$ cat src/rtl/red_pkg.sv
package red_pkg;

    localparam int          LFSR_W    = 16;
    localparam logic [15:0] LFSR_TAPS = 16'hB400;

    typedef enum logic [1:0] {
        ZONE_PASS = 2'd0,
        ZONE_RAMP = 2'd1,
        ZONE_CUT  = 2'd2
    } zone_e;

    function automatic logic [LFSR_W-1:0] lfsr_next(input logic [LFSR_W-1:0] s);
        if (s[0]) return (s >> 1) ^ LFSR_TAPS;
        return s >> 1;
    endfunction

endpackage

$ cat src/rtl/red_avg_filter.sv
module red_avg_filter #(
    parameter int QW = 16,
    parameter int FW = 8,
    parameter int SW = 4
) (
    input  logic             clk,
    input  logic             rst_n,
    input  logic             upd,
    input  logic [QW-1:0]    qlen,
    input  logic [SW-1:0]    wshift,
    output logic [QW+FW-1:0] avg_q,
    output logic [QW+FW-1:0] avg_nx
);
    localparam int AW = QW + FW;

    typedef struct packed {
        logic [AW-1:0] avg;
    } avg_st_t;

    avg_st_t           st_d, st_q;
    logic signed [AW:0] diff;
    logic signed [AW:0] step;

    always_comb begin
        st_d = st_q;
        diff = $signed({1'b0, qlen, {FW{1'b0}}}) - $signed({1'b0, st_q.avg});
        step = diff >>> wshift;
        if (upd) begin
            st_d.avg = st_q.avg + step[AW-1:0];
        end
    end

    always_ff @(posedge clk or negedge rst_n) begin
        if (!rst_n) st_q <= '0;
        else        st_q <= st_d;
    end

    assign avg_q  = st_q.avg;
    assign avg_nx = st_d.avg;

endmodule

$ cat src/rtl/red_zone_prob.sv
module red_zone_prob
    import red_pkg::*;
#(
    parameter int QW = 16,
    parameter int FW = 8,
    parameter int RW = 16
) (
    input  logic             clk,
    input  logic             rst_n,
    input  logic             in_valid,
    input  logic [QW+FW-1:0] avg_in,
    input  logic [QW-1:0]    min_th,
    input  logic [QW-1:0]    max_th,
    input  logic [RW-1:0]    recip,
    output logic             out_valid,
    output zone_e            zone,
    output logic [RW-1:0]    prob
);
    localparam int AW = QW + FW;
    localparam int PW = QW + RW;

    typedef struct packed {
        logic          vld;
        zone_e         zone;
        logic [RW-1:0] prob;
    } zp_st_t;

    zp_st_t        st_d, st_q;
    logic [QW-1:0] lvl;
    logic [QW-1:0] excess;
    logic [PW-1:0] product;
    logic [RW-1:0] prob_sat;
    logic          cfg_ok;
    zone_e         zone_c;

    always_comb begin
        lvl     = avg_in[AW-1:FW];
        cfg_ok  = (min_th < max_th);
        excess  = lvl - min_th;
        product = {{RW{1'b0}}, excess} * {{QW{1'b0}}, recip};
        if (|product[PW-1:RW]) prob_sat = '1;
        else                   prob_sat = product[RW-1:0];

        if (!cfg_ok)             zone_c = (lvl > max_th) ? ZONE_CUT : ZONE_PASS;
        else if (lvl < min_th)   zone_c = ZONE_PASS;
        else if (lvl > max_th)   zone_c = ZONE_CUT;
        else                     zone_c = ZONE_RAMP;

        st_d     = st_q;
        st_d.vld = in_valid;
        if (in_valid) begin
            st_d.zone = zone_c;
            st_d.prob = (zone_c == ZONE_RAMP) ? prob_sat : '0;
        end
    end

    always_ff @(posedge clk or negedge rst_n) begin
        if (!rst_n) st_q <= '{vld: 1'b0, zone: ZONE_PASS, prob: '0};
        else        st_q <= st_d;
    end

    assign out_valid = st_q.vld;
    assign zone      = st_q.zone;
    assign prob      = st_q.prob;

endmodule

$ cat src/rtl/red_lfsr.sv
module red_lfsr
    import red_pkg::*;
#(
    parameter logic [LFSR_W-1:0] SEED = 16'hACE1
) (
    input  logic              clk,
    input  logic              rst_n,
    input  logic              step,
    output logic [LFSR_W-1:0] value
);
    typedef struct packed {
        logic [LFSR_W-1:0] state;
    } lfsr_st_t;

    lfsr_st_t st_d, st_q;

    always_comb begin
        st_d = st_q;
        if (step) st_d.state = lfsr_next(st_q.state);
    end

    always_ff @(posedge clk or negedge rst_n) begin
        if (!rst_n) st_q <= '{state: SEED};
        else        st_q <= st_d;
    end

    assign value = st_q.state;

endmodule

$ cat src/rtl/red_drop_unit.sv
module red_drop_unit
    import red_pkg::*;
#(
    parameter int                QW   = 16,
    parameter int                FW   = 8,
    parameter int                SW   = 4,
    parameter logic [LFSR_W-1:0] SEED = 16'hACE1
) (
    input  logic          clk,
    input  logic          rst_n,
    input  logic          arr_valid,
    input  logic [QW-1:0] arr_qlen,
    input  logic [QW-1:0] cfg_min_th,
    input  logic [QW-1:0] cfg_max_th,
    input  logic [15:0]   cfg_recip,
    input  logic [SW-1:0] cfg_wshift,
    output logic          dec_valid,
    output logic          dec_drop
);
    localparam int RW = LFSR_W;
    localparam int AW = QW + FW;

    typedef struct packed {
        logic vld;
        logic drop;
    } dec_st_t;

    logic [AW-1:0] avg_lvl;
    logic [AW-1:0] avg_nx;
    logic          zp_valid;
    zone_e         zp_zone;
    logic [RW-1:0] zp_prob;
    logic [RW-1:0] rnd;
    dec_st_t       st_d, st_q;

    red_avg_filter #(.QW(QW), .FW(FW), .SW(SW)) i_avg (
        .clk    (clk),
        .rst_n  (rst_n),
        .upd    (arr_valid),
        .qlen   (arr_qlen),
        .wshift (cfg_wshift),
        .avg_q  (avg_lvl),
        .avg_nx (avg_nx)
    );

    red_zone_prob #(.QW(QW), .FW(FW), .RW(RW)) i_zone (
        .clk       (clk),
        .rst_n     (rst_n),
        .in_valid  (arr_valid),
        .avg_in    (avg_nx),
        .min_th    (cfg_min_th),
        .max_th    (cfg_max_th),
        .recip     (cfg_recip),
        .out_valid (zp_valid),
        .zone      (zp_zone),
        .prob      (zp_prob)
    );

    red_lfsr #(.SEED(SEED)) i_rng (
        .clk   (clk),
        .rst_n (rst_n),
        .step  (zp_valid),
        .value (rnd)
    );

    always_comb begin
        st_d      = st_q;
        st_d.vld  = zp_valid;
        st_d.drop = 1'b0;
        if (zp_valid) begin
            unique case (zp_zone)
                ZONE_CUT:  st_d.drop = 1'b1;
                ZONE_RAMP: st_d.drop = (rnd <= zp_prob);
                default:   st_d.drop = 1'b0;
            endcase
        end
    end

    always_ff @(posedge clk or negedge rst_n) begin
        if (!rst_n) st_q <= '0;
        else        st_q <= st_d;
    end

    assign dec_valid = st_q.vld;
    assign dec_drop  = st_q.drop;

endmodule

$ cat config.mk
export PLATFORM = sky130hd
export DESIGN_NAME = red_drop_unit
export DESIGN_NICKNAME = d
export VERILOG_FILES = /design/src/rtl/red_pkg.sv /design/src/rtl/red_avg_filter.sv /design/src/rtl/red_zone_prob.sv /design/src/rtl/red_lfsr.sv /design/src/rtl/red_drop_unit.sv
export SDC_FILE = /design/constraint.sdc
export NUM_CORES = 1
export LEC_CHECK = 0
export ABC_AREA = 1
export BUFFER_PORTS_ARGS = -buffer_cell sky130_fd_sc_hd__buf_4
export CAP_MARGIN = 20
export CORE_ASPECT_RATIO = 1.5
export CORE_MARGIN = 2
export CORE_UTILIZATION = 59
export CTS_CLUSTER_DIAMETER = 100
export DETAILED_ROUTE_END_ITERATION = 16
export GPL_TIMING_DRIVEN = 0
export PLACE_DENSITY = 0.85
export SLEW_MARGIN = 20
export SYNTH_ARGS = -nofsm -noshare
export SYNTH_HDL_FRONTEND = slang
export SYNTH_HIERARCHICAL = 1
export SYNTH_SLANG_ARGS = --single-unit
$ cat constraint.sdc
create_clock -name clk -period 12.7 [get_ports clk]
set_input_delay 1.27 -clock clk [delete_from_list [all_inputs] [get_ports clk]]
set_output_delay 1.27 -clock clk [all_outputs]
set_load 0.02 [all_outputs]
==> results of run 1 <==
per-stage QoR:
stage          hold WS [ns]  TNS (ns)  cells
2_1_floorplan         0.395         0   2448
3_3_place_gp          0.442     -9.28   2862
3_5_place_dp          0.442    -10.61   2862
4_1_cts               0.456         0   2878
5_1_grt               0.477     -1.45   2891
6_report              0.465         0   2891
how the worst max path moves through the flow:
| stage | start | end | slack [ns] | depth (start not counted) |
|---|---|---|---|---|
| after floorplan | arr_qlen[1] | i_zone/prob[1]$_DFFE_PN0P_ | 1.74 | 62 |
| after global placement | arr_qlen[2] | i_zone/prob[9]$_DFFE_PN0P_ | -0.63 | 62 |
| after detailed placement | arr_qlen[2] | i_zone/prob[12]$_DFFE_PN0P_ | -0.72 | 62 |
| after CTS | arr_qlen[2] | i_zone/prob[1]$_DFFE_PN0P_ | 0.01 | 63 |
| after global routing | arr_qlen[1] | i_zone/prob[1]$_DFFE_PN0P_ | -0.12 | 63 |
| final | arr_qlen[1] | i_zone/prob[1]$_DFFE_PN0P_ | 0.46 | 61 |
layout by cell type (no fill, tap or decap), drive strengths merged, types with 2 or more instances in the layout:
| master | count |
|---|---|
| nand2 | 727 |
| inv | 474 |
| ha | 212 |
| fa | 196 |
| nor2 | 195 |
| nand3 | 161 |
| buf | 99 |
| o21ai | 97 |
| a21oi | 95 |
| dfrtp | 53 |
| clkbuf | 52 |
| xnor2 | 25 |
| or2 | 24 |
| nand4 | 23 |
| xor2 | 18 |
| nor3 | 11 |
| a21o | 10 |
| o21bai | 10 |
| o211ai | 8 |
| dfstp | 8 |
| and2 | 6 |
| clkinv | 6 |
| nand3b | 6 |
| a31oi | 6 |
| a211oi | 4 |
| clkinvlp | 3 |
| nor4 | 3 |
| mux2i | 2 |
routing by layer:
layer / vias up / GRT usage / routed length (um)
met2: 624 / 0.661 / 26700
li1: 7786 / - / -
met3: 256 / 0.0265 / 2160
met5: - / 0 / 0
met4: 0 / 0.328 / 5640
met1: 7693 / 0.343 / 17100
kinds of logic (layout without fill, tap and decap cells):
kind of cell,count (synthesis),in the layout,synth area share
AND/OR/NAND/NOR,1156,1156,0.288
buffers and inverters,538,635,0.124
adder cells (fa/ha/maj),408,408,0.390
AO/OA/AOI/OAI,240,240,0.0824
flip-flops,61,61,0.0912
XOR/XNOR,43,43,0.0228
multiplexers,2,2,0.00119
worst register-to-register path: cells and delay by family, from the launching register on:
kind | cells | cell delay, ns
buffers and inverters | 10 | 0.99
AO/OA/AOI/OAI | 10 | 1.68
AND/OR/NAND/NOR | 29 | 3.62
adder cells (fa/ha/maj) | 10 | 4.63
flip-flops | 1 | 0.43
XOR/XNOR | 2 | 0.28
state kept, by name (all words and copies together) (netlist names):
| name | cells |
|---|---|
| dec_drop | 1 |
| i_zone/out_valid | 1 |
| i_avg/avg_q | 24 |
| dec_valid | 1 |
| i_zone/zone | 2 |
| i_rng/value | 16 |
| i_zone/prob | 16 |
final cells by class:
class / count / area (sq um) / area share
sequential: 61 / 1540 / 0.0833
clock inverter: 5 / 58.8 / 0.00319
multi-input combinational: 1849 / 13400 / 0.729
buffer: 58 / 298 / 0.0161
tap: 346 / 433 / 0.0235
clock buffer: 11 / 243 / 0.0132
timing repair buffer: 82 / 628 / 0.0340
inverter: 479 / 1810 / 0.0979
timing repair:
action                     4_1_cts  5_1_grt
resized for setup                5       71
pin swaps                        1       14
setup endpoints to repair       16       16
hold buffers                     0        0
setup buffers                    1       13
==> impl_summary.txt, run 1 <==
----------------------------------------------------
[Place]
  Port Buf Inserts ... 68
  Final weighted congestion in routability-driven placement ... between 1 and 1.5
  Half-perimeter wire length after placement ... 44.0 mm
  Pre-CTS setup slack ... -0.721 ns
  Area after DPL ... 17800 sq um

[Synthesis]
  Synth area leaders ... sky130_fd_sc_hd__fa_1, sky130_fd_sc_hd__nand2_1, sky130_fd_sc_hd__ha_1
  Netlist area before placement ... 16800 sq um
  Post-synth EDFFs ... 0
  Sequential share of the synthesized area ... 0.0912
  Cell taking the most area after synthesis ... sky130_fd_sc_hd__fa_1
  Nets in the synthesized netlist ... 2927
  Top FF cell, synth ... sky130_fd_sc_hd__dfrtp_1
  Cell variety after synth ... 56
  Yosys warning count ... 6
  Async set or reset register ratio after synthesis ... 1.00
  Ranking of synthesized cells by instance count ... sky130_fd_sc_hd__nand2_1, sky130_fd_sc_hd__inv_1, sky130_fd_sc_hd__ha_1
  Register bit total from synthesis ... 61
  Cells after synthesis ... 2448
  Mean cell area of the mapped netlist ... 6.88 sq um
  Top cell type's share of synthesized area ... 0.233
  Most instantiated library cell after synthesis ... sky130_fd_sc_hd__nand2_1

[Global routing]
  GRT Residual Overflow ... 0
  Number of antenna violations at the first check in global routing ... 0
  Vias in the first global route ... 16800
  Aggregate global-route resource usage ... 0.356
  Global-route wire length before repair ... 81.7 mm
  Largest net degree at the start of global routing ... between 60 and 70

[Critical path]
  Critical path data arrival time ... roughly 12 ns
  Slowest stage cell, crit path ... sky130_fd_sc_hd__fa_1
  Element type at the critical path start ... input pin
  Length in cells of the worst reg-to-reg path ... 61
  Worst path required time ... 12.92 ns
  Capturing point of the worst reg2reg path ... i_zone/prob[1]$_DFFE_PN0P_
  Top Family by Delay on Critical Path ... adder cells
  Largest stage delay on the critical path ... 0.58 ns
  Kind of capture point of the worst setup path ... flip-flop
  Worst R2R Start ... i_avg/avg_q[9]$_DFF_PN0_
  Reg2Reg Setup Slack ... 0.98 ns
  Max Fanout on Critical Path ... 10
  WP buf/inv ... 10
  Most repeated library cell on the critical path ... sky130_fd_sc_hd__nand2_1
  Crit path kind ... in2reg

[Die]
  Die Span Y ... 211 um
  Placeable core area ... about 28000 sq um
  Num rows ... 75
  Number of top-level pins ... 73
  Initial Utilization ... 0.600
  Die span in x ... 142 um
  Area enclosed by the die boundary ... roughly 30000 sq um

[Clock tree]
  Number of CTS-inserted buffers ... 9
  Root buf cell ... sky130_fd_sc_hd__clkbuf_16
  Clock latency at the later pin of the worst-skew pair ... between 0.3 and 0.4 ns
  Max Root-Sink Buffers ... 2
  Clock tree from TritonCTS ... built
  Count of clock tree sinks ... between 60 and 70
  Number of H-tree branching levels ... 3
  Clk slew on worst S/H paths ... 0.05 ns

[Worst hold path]
  Source of the worst hold timing path ... i_zone/out_valid$_DFF_PN0_
  Worst Hold Path Cells ... 0
  Path category of the worst min-delay check ... reg2reg
  Hold Path End ... dec_valid$_DFF_PN0_

[Final layout]
  Growth of design area from synthesis to finish ... 9.54%
  Ant diodes ... 0
  Filler cell count in the final layout ... 2555
  Share of cells above drive strength 1 ... 0.0939
  Final non-filler cell area ... 18500 sq um
  Layout Nets ... roughly 3000
  Final Core Density ... 0.658

[STA]
  Upper clock frequency limit ... 0.0817 GHz
  Final setup viols ... 0
  Count of endpoints failing hold in the final timing report ... 0
  Final period utilization ... 0.964
  Max-slew violations ... 0
  Clock skew after layout ... 0.00763 ns
  Time the worst path needs with I/O delays and setup ... 12.24 ns
  Worst slew slack as a fraction of its limit ... 0.478
  Final worst-path setup slack ... 0.463 ns
  Actual transition at the worst max-transition pin ... 0.783 ns

[Detailed routing]
  Total via count after detailed routing ... between 15000 and 20000
  Count of TritonRoute iterations in the first routing pass ... 6
  DR WL/cell ... around 18 um
  Vias per cell ... approximately 5.7
  Final WL ... 51.7 mm
  Drc violations ... 0
  Number of DRC markers after the initial detailed-route iteration ... around 1200
  Antenna-violating nets left ... 0

[Outcome]
  Result of the run ... finished clean

[Run]
  Max cap viols ... 0

----------------------------------------------------
Power of run 1 is not shown: default switching activity piles up to over one toggle a cycle in this logic, so the estimate is an artifact.
==> run 2: changes to the inputs <==
--- a/config.mk
+++ b/config.mk
@@ -8,13 +8,15 @@
 export ABC_AREA = 1
 export BUFFER_PORTS_ARGS = -buffer_cell sky130_fd_sc_hd__buf_4
 export CAP_MARGIN = 20
+export CELL_PAD_IN_SITES_DETAIL_PLACEMENT = 0
+export CELL_PAD_IN_SITES_GLOBAL_PLACEMENT = 2
 export CORE_ASPECT_RATIO = 1.5
 export CORE_MARGIN = 2
-export CORE_UTILIZATION = 59
+export CORE_UTILIZATION = 37
 export CTS_CLUSTER_DIAMETER = 100
 export DETAILED_ROUTE_END_ITERATION = 16
 export GPL_TIMING_DRIVEN = 0
-export PLACE_DENSITY = 0.85
+export PLACE_DENSITY = 0.91
 export SLEW_MARGIN = 20
 export SYNTH_ARGS = -nofsm -noshare
 export SYNTH_HDL_FRONTEND = slang
==> run 2 against run 1 <==
  * Register-to-register slack about the same
  * Sequential cell count unchanged
  * Final cell count up 8.5%
  * Clock-buffer cell count down 2
  * Critical path type unchanged
  * Highest routed layer unchanged
==> impl_summary.txt, run 2 (synthesis gave the netlist of run 1 again) <==
----------------------------------------------------
[Outcome]
  Result of the run ... finished clean

[Critical path]
  Slowest stage cell, crit path ... sky130_fd_sc_hd__fa_1
  Top Family by Delay on Critical Path ... adder cells
  Kind of capture point of the worst setup path ... flip-flop
  Critical path data arrival time ... 12.44 ns (-0.02 ns)
  Crit path kind ... in2reg
  WP buf/inv ... 11 (+1)
  Worst R2R Start ... i_avg/avg_q[1]$_DFF_PN0_
  Start point of the critical path ... arr_qlen[1]
  Element type at the critical path start ... input pin
  Worst path required time ... 12.95 ns (+0.03 ns)
  Max Fanout on Critical Path ... 10 (unchanged)
  Largest stage delay on the critical path ... 0.55 ns (-0.03 ns)
  Most repeated library cell on the critical path ... sky130_fd_sc_hd__nand2_1

[Place]
  Area after DPL ... 18100 sq um (+1.7%)
  Half-perimeter wire length after placement ... 49.6 mm (+13%)
  Pre-CTS setup slack ... -1.25 ns (-0.529 ns)
  Final weighted congestion in routability-driven placement ... 0.960 (-5.6%)
  Port Buf Inserts ... 68 (unchanged)

[Clock tree]
  Number of hold buffers added after CTS ... 0 (unchanged)
  Root buf cell ... sky130_fd_sc_hd__clkbuf_16
  Number of H-tree branching levels ... 3 (unchanged)
  Count of clock tree sinks ... 61 (unchanged)
  Clock latency at the later pin of the worst-skew pair ... 0.36 ns (+0.02 ns)
  Number of CTS-inserted buffers ... 9 (unchanged)
  Clock tree from TritonCTS ... built
  Max Root-Sink Buffers ... 2 (unchanged)
  Clk slew on worst S/H paths ... 0.06 ns (about the same)

[Detailed routing]
  Count of TritonRoute iterations in the first routing pass ... 7 (+1)
  DR WL/cell ... 18.2 um (+1.7%)
  Vias per cell ... 5.05 (-11%)
  Antenna-violating nets left ... 0 (unchanged)
  Total via count after detailed routing ... 15800 (-3.1%)
  Drc violations ... 0 (unchanged)
  Number of DRC markers after the initial detailed-route iteration ... 531 (-54%)
  Final WL ... 57.0 mm (+10%)

[Final layout]
  Reg area ... 1540 sq um (unchanged)
  Growth of design area from synthesis to finish ... 12.6%
  Most common library cell in the layout ignoring fill and taps ... sky130_fd_sc_hd__nand2_1
  Share of cells above drive strength 1 ... 0.110 (+0.0165)
  Layout Nets ... 3027 (+0.26%)
  Final non-filler cell area ... 19000 sq um (+2.8%)
  Flip-flop count of the largest register after layout ... 24 (unchanged)
  Filler cell count in the final layout ... 4825 (+89%)
  Commonest non-fill, non-tap cells in the layout ... sky130_fd_sc_hd__nand2_1, sky130_fd_sc_hd__inv_1, sky130_fd_sc_hd__ha_1
  Footprint of the multi-input gates ... 13600 sq um (+1.0%)

[STA]
  Final worst-path setup slack ... 0.510 ns (+0.0470 ns)
  Worst slew slack as a fraction of its limit ... 0.366 (-0.112)
  Upper clock frequency limit ... 0.0820 GHz (+0.39%)
  Final period utilization ... 0.960 (-0.00370)
  Actual transition at the worst max-transition pin ... 0.951 ns (+0.167 ns)
  Clock skew after layout ... 0.0120 ns (+0.00439 ns)
  Final setup viols ... 0 (unchanged)
  Max-slew violations ... 0 (unchanged)
  Time the worst path needs with I/O delays and setup ... 12.19 ns (-0.0470 ns)
  Count of endpoints failing hold in the final timing report ... 0 (unchanged)

[Global routing]
  Aggregate global-route resource usage ... 0.247 (-0.109)
  Vias in the first global route ... 16900 (+1.1%)
  Number of antenna violations at the first check in global routing ... 1 (+1)
  Largest net degree at the start of global routing ... 62 (unchanged)
  Global-route wire length before repair ... 88.7 mm (+8.5%)
  GRT Residual Overflow ... 0 (unchanged)

[Die]
  Die span in x ... 178 um (+26%)
  Initial Utilization ... 0.375 (-0.225)
  Placeable core area ... 44900 sq um (+60%)
  Number of top-level pins ... 73 (unchanged)
  Num rows ... 95 (+27%)
  Area enclosed by the die boundary ... 47300 sq um (+58%)
  Die Span Y ... 265 um (+26%)

[Worst hold path]
  Path category of the worst min-delay check ... reg2reg
  Source of the worst hold timing path ... i_rng/value[5]$_DFFE_PN1P_

[Run]
  Max cap viols ... 0 (unchanged)

----------------------------------------------------
## run 2: area by class of cell
cell class                      instances  area share
Tap cell                              582      0.0384
Multi-Input combinational cell       1849       0.716
Sequential cell                        61      0.0810
Antenna cell                            1    0.000132
Clock buffer                            9      0.0119
Timing Repair Buffer                   90      0.0356
Buffer                                 58      0.0160
Inverter                              479      0.0958
Clock inverter                          7     0.00514
## run 2: per-stage QoR
step	hold WS, ns	setup TNS, ns	cells	util
after floorplan	0.395	0	2448	-
after global placement	0.463	-18.73	3098	0.402
after detailed placement	0.466	-18.85	3098	0.402
after CTS	0.474	0	3118	0.412
after global routing	0.489	-0.613	3136	0.422
final	0.471	0	3136	0.422
## run 2: what timing repair did
item / CTS / global route
resized for setup: 24 / 98
gates cloned: 0 / 0
pin swaps: 5 / 26
buffers inserted: 5 / 17
setup endpoints to repair: 16 / 16
## run 2: worst paths after layout
path                                              end  slack [ns]  cells past startpoint
setup / recovery           i_zone/prob[8]$_DFFE_PN0P_        0.51                     61
hold / removal             i_rng/value[5]$_DFFE_PN1P_        0.47                      2
setup reg to reg           i_zone/prob[8]$_DFFE_PN0P_        0.98                     63
hold reg to reg            i_rng/value[5]$_DFFE_PN1P_        0.47                      2
max in group asynchronous  i_zone/prob[1]$_DFFE_PN0P_       11.13                      1
min in group asynchronous   i_avg/avg_q[22]$_DFF_PN0_        0.97                      1
## run 2: metal layers
metal	up-vias	track usage	routed length [um]
met3	166	0.0163	1580
met5	-	0	0
met4	0	0.162	4330
met1	7544	0.238	19500
met2	360	0.489	31600
li1	7775	-	-
## run 2: tightest hold or removal path: stages, from the launching register on
cell	delay [ns]
sky130_fd_sc_hd__dfstp_2	0.37
sky130_fd_sc_hd__nand2_1	0.06
sky130_fd_sc_hd__nand2_1	0.04
Power of run 2 is left out for the same reason.
==> run 3: changes to the inputs <==
--- a/config.mk
+++ b/config.mk
@@ -5,14 +5,13 @@
 export SDC_FILE = /design/constraint.sdc
 export NUM_CORES = 1
 export LEC_CHECK = 0
-export ABC_AREA = 1
 export BUFFER_PORTS_ARGS = -buffer_cell sky130_fd_sc_hd__buf_4
 export CAP_MARGIN = 20
 export CELL_PAD_IN_SITES_DETAIL_PLACEMENT = 0
 export CELL_PAD_IN_SITES_GLOBAL_PLACEMENT = 2
 export CORE_ASPECT_RATIO = 1.5
 export CORE_MARGIN = 2
-export CORE_UTILIZATION = 37
+export CORE_UTILIZATION = 40
 export CTS_CLUSTER_DIAMETER = 100
 export DETAILED_ROUTE_END_ITERATION = 16
 export GPL_TIMING_DRIVEN = 0
==> run 3 against run 2 <==
  * The flow now finishes with violations (setup timing)
  * Sequential cell count did not move
  * Worst setup slack worse by 1.1 ns
  * Routed wire length shrank 13%
  * Clock-buffer cell count unchanged
  * Final cell count down 18%
  * Non-clock buffer count increased by 72
  * Largest cell class unchanged
==> impl_summary.txt, run 3 <==
----------------------------------------------------
[Outcome]
  Result of the run ... finished, violations left
  Failing checks ... setup timing

[Synthesis]
  Cell variety after synth ... 103 (+84%)
  Netlist area before placement ... 16300 sq um (-3.1%)
  Register bit total from synthesis ... 61 (unchanged)
  Top cell type's share of synthesized area ... 0.240 (+0.00739)
  Most instantiated library cell after synthesis ... sky130_fd_sc_hd__inv_1
  Yosys warning count ... 6 (unchanged)
  Post-synth EDFFs ... 0 (unchanged)
  Synth area leaders ... sky130_fd_sc_hd__fa_1, sky130_fd_sc_hd__ha_1, sky130_fd_sc_hd__dfrtp_1
  Async set or reset register ratio after synthesis ... 1.00 (unchanged)
  Sequential share of the synthesized area ... 0.0941 (+0.00289)
  Cell taking the most area after synthesis ... sky130_fd_sc_hd__fa_1
  Mean cell area of the mapped netlist ... 8.54 sq um (+24%)
  Top FF cell, synth ... sky130_fd_sc_hd__dfrtp_1
  Ranking of synthesized cells by instance count ... sky130_fd_sc_hd__inv_1, sky130_fd_sc_hd__nand2_1, sky130_fd_sc_hd__ha_1
  Cells after synthesis ... 1911 (-22%)
  Nets in the synthesized netlist ... 2390 (-18%)

[Global routing]
  Number of antenna violations at the first check in global routing ... 0 (-1)
  Global-route wire length before repair ... 78.9 mm (-11%)
  Vias in the first global route ... 15200 (-10%)
  Aggregate global-route resource usage ... 0.236 (-0.0103)
  GRT Residual Overflow ... 0 (unchanged)
  Largest net degree at the start of global routing ... 62 (unchanged)

[Final layout]
  Share of cells above drive strength 1 ... 0.194 (+0.0836)
  Most common library cell in the layout ignoring fill and taps ... sky130_fd_sc_hd__inv_1
  Flip-flop count of the largest register after layout ... 24 (unchanged)
  Final non-filler cell area ... 19500 sq um (+3.0%)
  Growth of design area from synthesis to finish ... 19.7%
  Ant diodes ... 0 (-1)
  Layout Nets ... 2546 (-16%)
  Non-filler instance count after layout ... 2578 (-18%)
  Commonest non-fill, non-tap cells in the layout ... sky130_fd_sc_hd__inv_1, sky130_fd_sc_hd__nand2_1, sky130_fd_sc_hd__ha_1, sky130_fd_sc_hd__fa_1, sky130_fd_sc_hd__buf_4

[Die]
  Area enclosed by the die boundary ... 42500 sq um (-10%)
  Number of top-level pins ... 73 (unchanged)
  Placeable core area ... 40200 sq um (-11%)
  Initial Utilization ... 0.406 (+0.0312)
  Die span in x ... 169 um (-5.2%)
  Num rows ... 90 (-5.3%)
  Die Span Y ... 251 um (-5.2%)

[Critical path]
  Kind of capture point of the worst setup path ... flip-flop
  Most repeated library cell on the critical path ... sky130_fd_sc_hd__fa_1
  Crit path kind ... in2reg
  Element type at the critical path start ... input pin
  Worst path required time ... 12.92 ns (-0.03 ns)
  Largest stage delay on the critical path ... 0.53 ns (-0.02 ns)
  Max Fanout on Critical Path ... 7 (-3)
  Critical path data arrival time ... 13.50 ns (+1.06 ns)
  Slowest stage cell, crit path ... sky130_fd_sc_hd__mux4_2

[Place]
  Area after DPL ... 17700 sq um (-2.1%)
  Half-perimeter wire length after placement ... 40.4 mm (-18%)
  Final weighted congestion in routability-driven placement ... 0.926 (-3.6%)
  Port Buf Inserts ... 69 (+1.5%)
  Placed instance count ... 2486 (-20%)

[Detailed routing]
  Count of TritonRoute iterations in the first routing pass ... 5 (-2)
  DR WL/cell ... 19.2 um (+5.6%)
  Antenna-violating nets left ... 0 (unchanged)
  Final WL ... 49.5 mm (-13%)
  Total via count after detailed routing ... 14200 (-10%)
  Drc violations ... 0 (unchanged)
  Vias per cell ... 5.53 (+9.4%)
  Number of DRC markers after the initial detailed-route iteration ... 665 (+25%)

[STA]
  Actual transition at the worst max-transition pin ... 0.870 ns (-0.0810 ns)
  Upper clock frequency limit ... 0.0753 GHz (-8.2%)
  Max-slew violations ... 0 (unchanged)
  Final worst-path setup slack ... -0.580 ns (-1.09 ns)
  Time the worst path needs with I/O delays and setup ... 13.28 ns (+1.09 ns)
  Setup repair after global routing missed its margin ... yes
  Final setup viols ... 16 (+16)
  Worst hold margin ... 0.430 ns (-0.0411 ns)
  Final period utilization ... 1.05 (+0.0859)
  Count of endpoints failing hold in the final timing report ... 0 (unchanged)
  Clock skew after layout ... 0.0116 ns (-0.000398 ns)
  Worst slew slack as a fraction of its limit ... 0.416 (+0.0495)

[Clock tree]
  Number of H-tree branching levels ... 3 (unchanged)
  Clock latency at the later pin of the worst-skew pair ... 0.35 ns (about the same)
  Max Root-Sink Buffers ... 2 (unchanged)
  Clk slew on worst S/H paths ... 0.06 ns (about the same)
  Count of clock tree sinks ... 61 (unchanged)
  Clock tree from TritonCTS ... built
  Root buf cell ... sky130_fd_sc_hd__clkbuf_16
  Number of CTS-inserted buffers ... 9 (unchanged)

[Run]
  Max cap viols ... 0 (unchanged)

[Worst hold path]
  Path category of the worst min-delay check ... reg2reg

----------------------------------------------------
run 3: logic make-up after synthesis:
family          after synthesis  share of synthesized area
mux                          69                     0.0506
xor+xnor                     74                     0.0402
fa+ha+maj                   408                      0.403
simple gates                562                      0.170
flops                        61                     0.0941
buf+inv                     352                     0.0867
compound gates              385                      0.155
run 3: cell type report:
class	count	area, sq um
Fill cell	3851	20700
Multi-Input combinational cell	1498	14400
Timing Repair Buffer	147	1190
Sequential cell	61	1540
Inverter	277	1040
Tap cell	506	633
Buffer	73	483
Clock buffer	9	225
Clock inverter	7	73.8
run 3: worst max-delay path: cells and delay by family:
kind,cells,cell delay (ns)
multiplexers,5,1.42
XOR/XNOR,1,0.20
AND/OR/NAND/NOR,10,2.22
buffers and inverters,9,0.91
AO/OA/AOI/OAI,16,3.32
adder cells (fa/ha/maj),10,4.12
run 3: timing repair:
item | 4_1_cts | 5_1_grt
hold buffers | 0 | 0
setup endpoints to repair | 16 | 16
gates resized for setup | 99 | 73
pin swaps | 65 | 41
cloned | 1 | 1
setup buffers | 48 | 28
run 3: metrics by stage:
| stage | setup WS, ns | util | setup TNS [ns] |
|---|---|---|---|
| finish | -0.580 | 0.486 | -8.93 |
| detailed placement | -2.54 | 0.440 | -39.28 |
| global route | -0.986 | 0.486 | -15.43 |
| CTS | -0.630 | 0.471 | -9.86 |
| floorplan | -0.00779 | - | -0.0779 |
| global placement | -2.46 | 0.440 | -38.04 |
run 3: metal layers:
metal  track usage  up-vias  part of all wire
met5             0        -                 0
met4         0.122        0             0.055
met3        0.0133      126             0.027
met2         0.458      366              0.54
met1         0.256     7043              0.38
li1              -     6713                 -
run 3: worst paths after layout:
path / from / end / slack (ns) / cells after the start
worst max-delay path: arr_qlen[0] / i_zone/prob[0]$_DFFE_PN0P_ / -0.58 / 51
worst min register to register: i_zone/out_valid$_DFF_PN0_ / dec_valid$_DFF_PN0_ / 0.43 / 0
worst min-delay path: i_zone/out_valid$_DFF_PN0_ / dec_valid$_DFF_PN0_ / 0.43 / 0
worst max register to register: i_avg/avg_q[8]$_DFF_PN0_ / i_zone/prob[0]$_DFFE_PN0P_ / -0.07 / 51
min in group asynchronous: rst_n / i_rng/value[8]$_DFFE_PN0P_ / 1.01 / 1
max in group asynchronous: rst_n / i_avg/avg_q[18]$_DFF_PN0_ / 11.13 / 1
Power of run 3 is left out for the same reason.
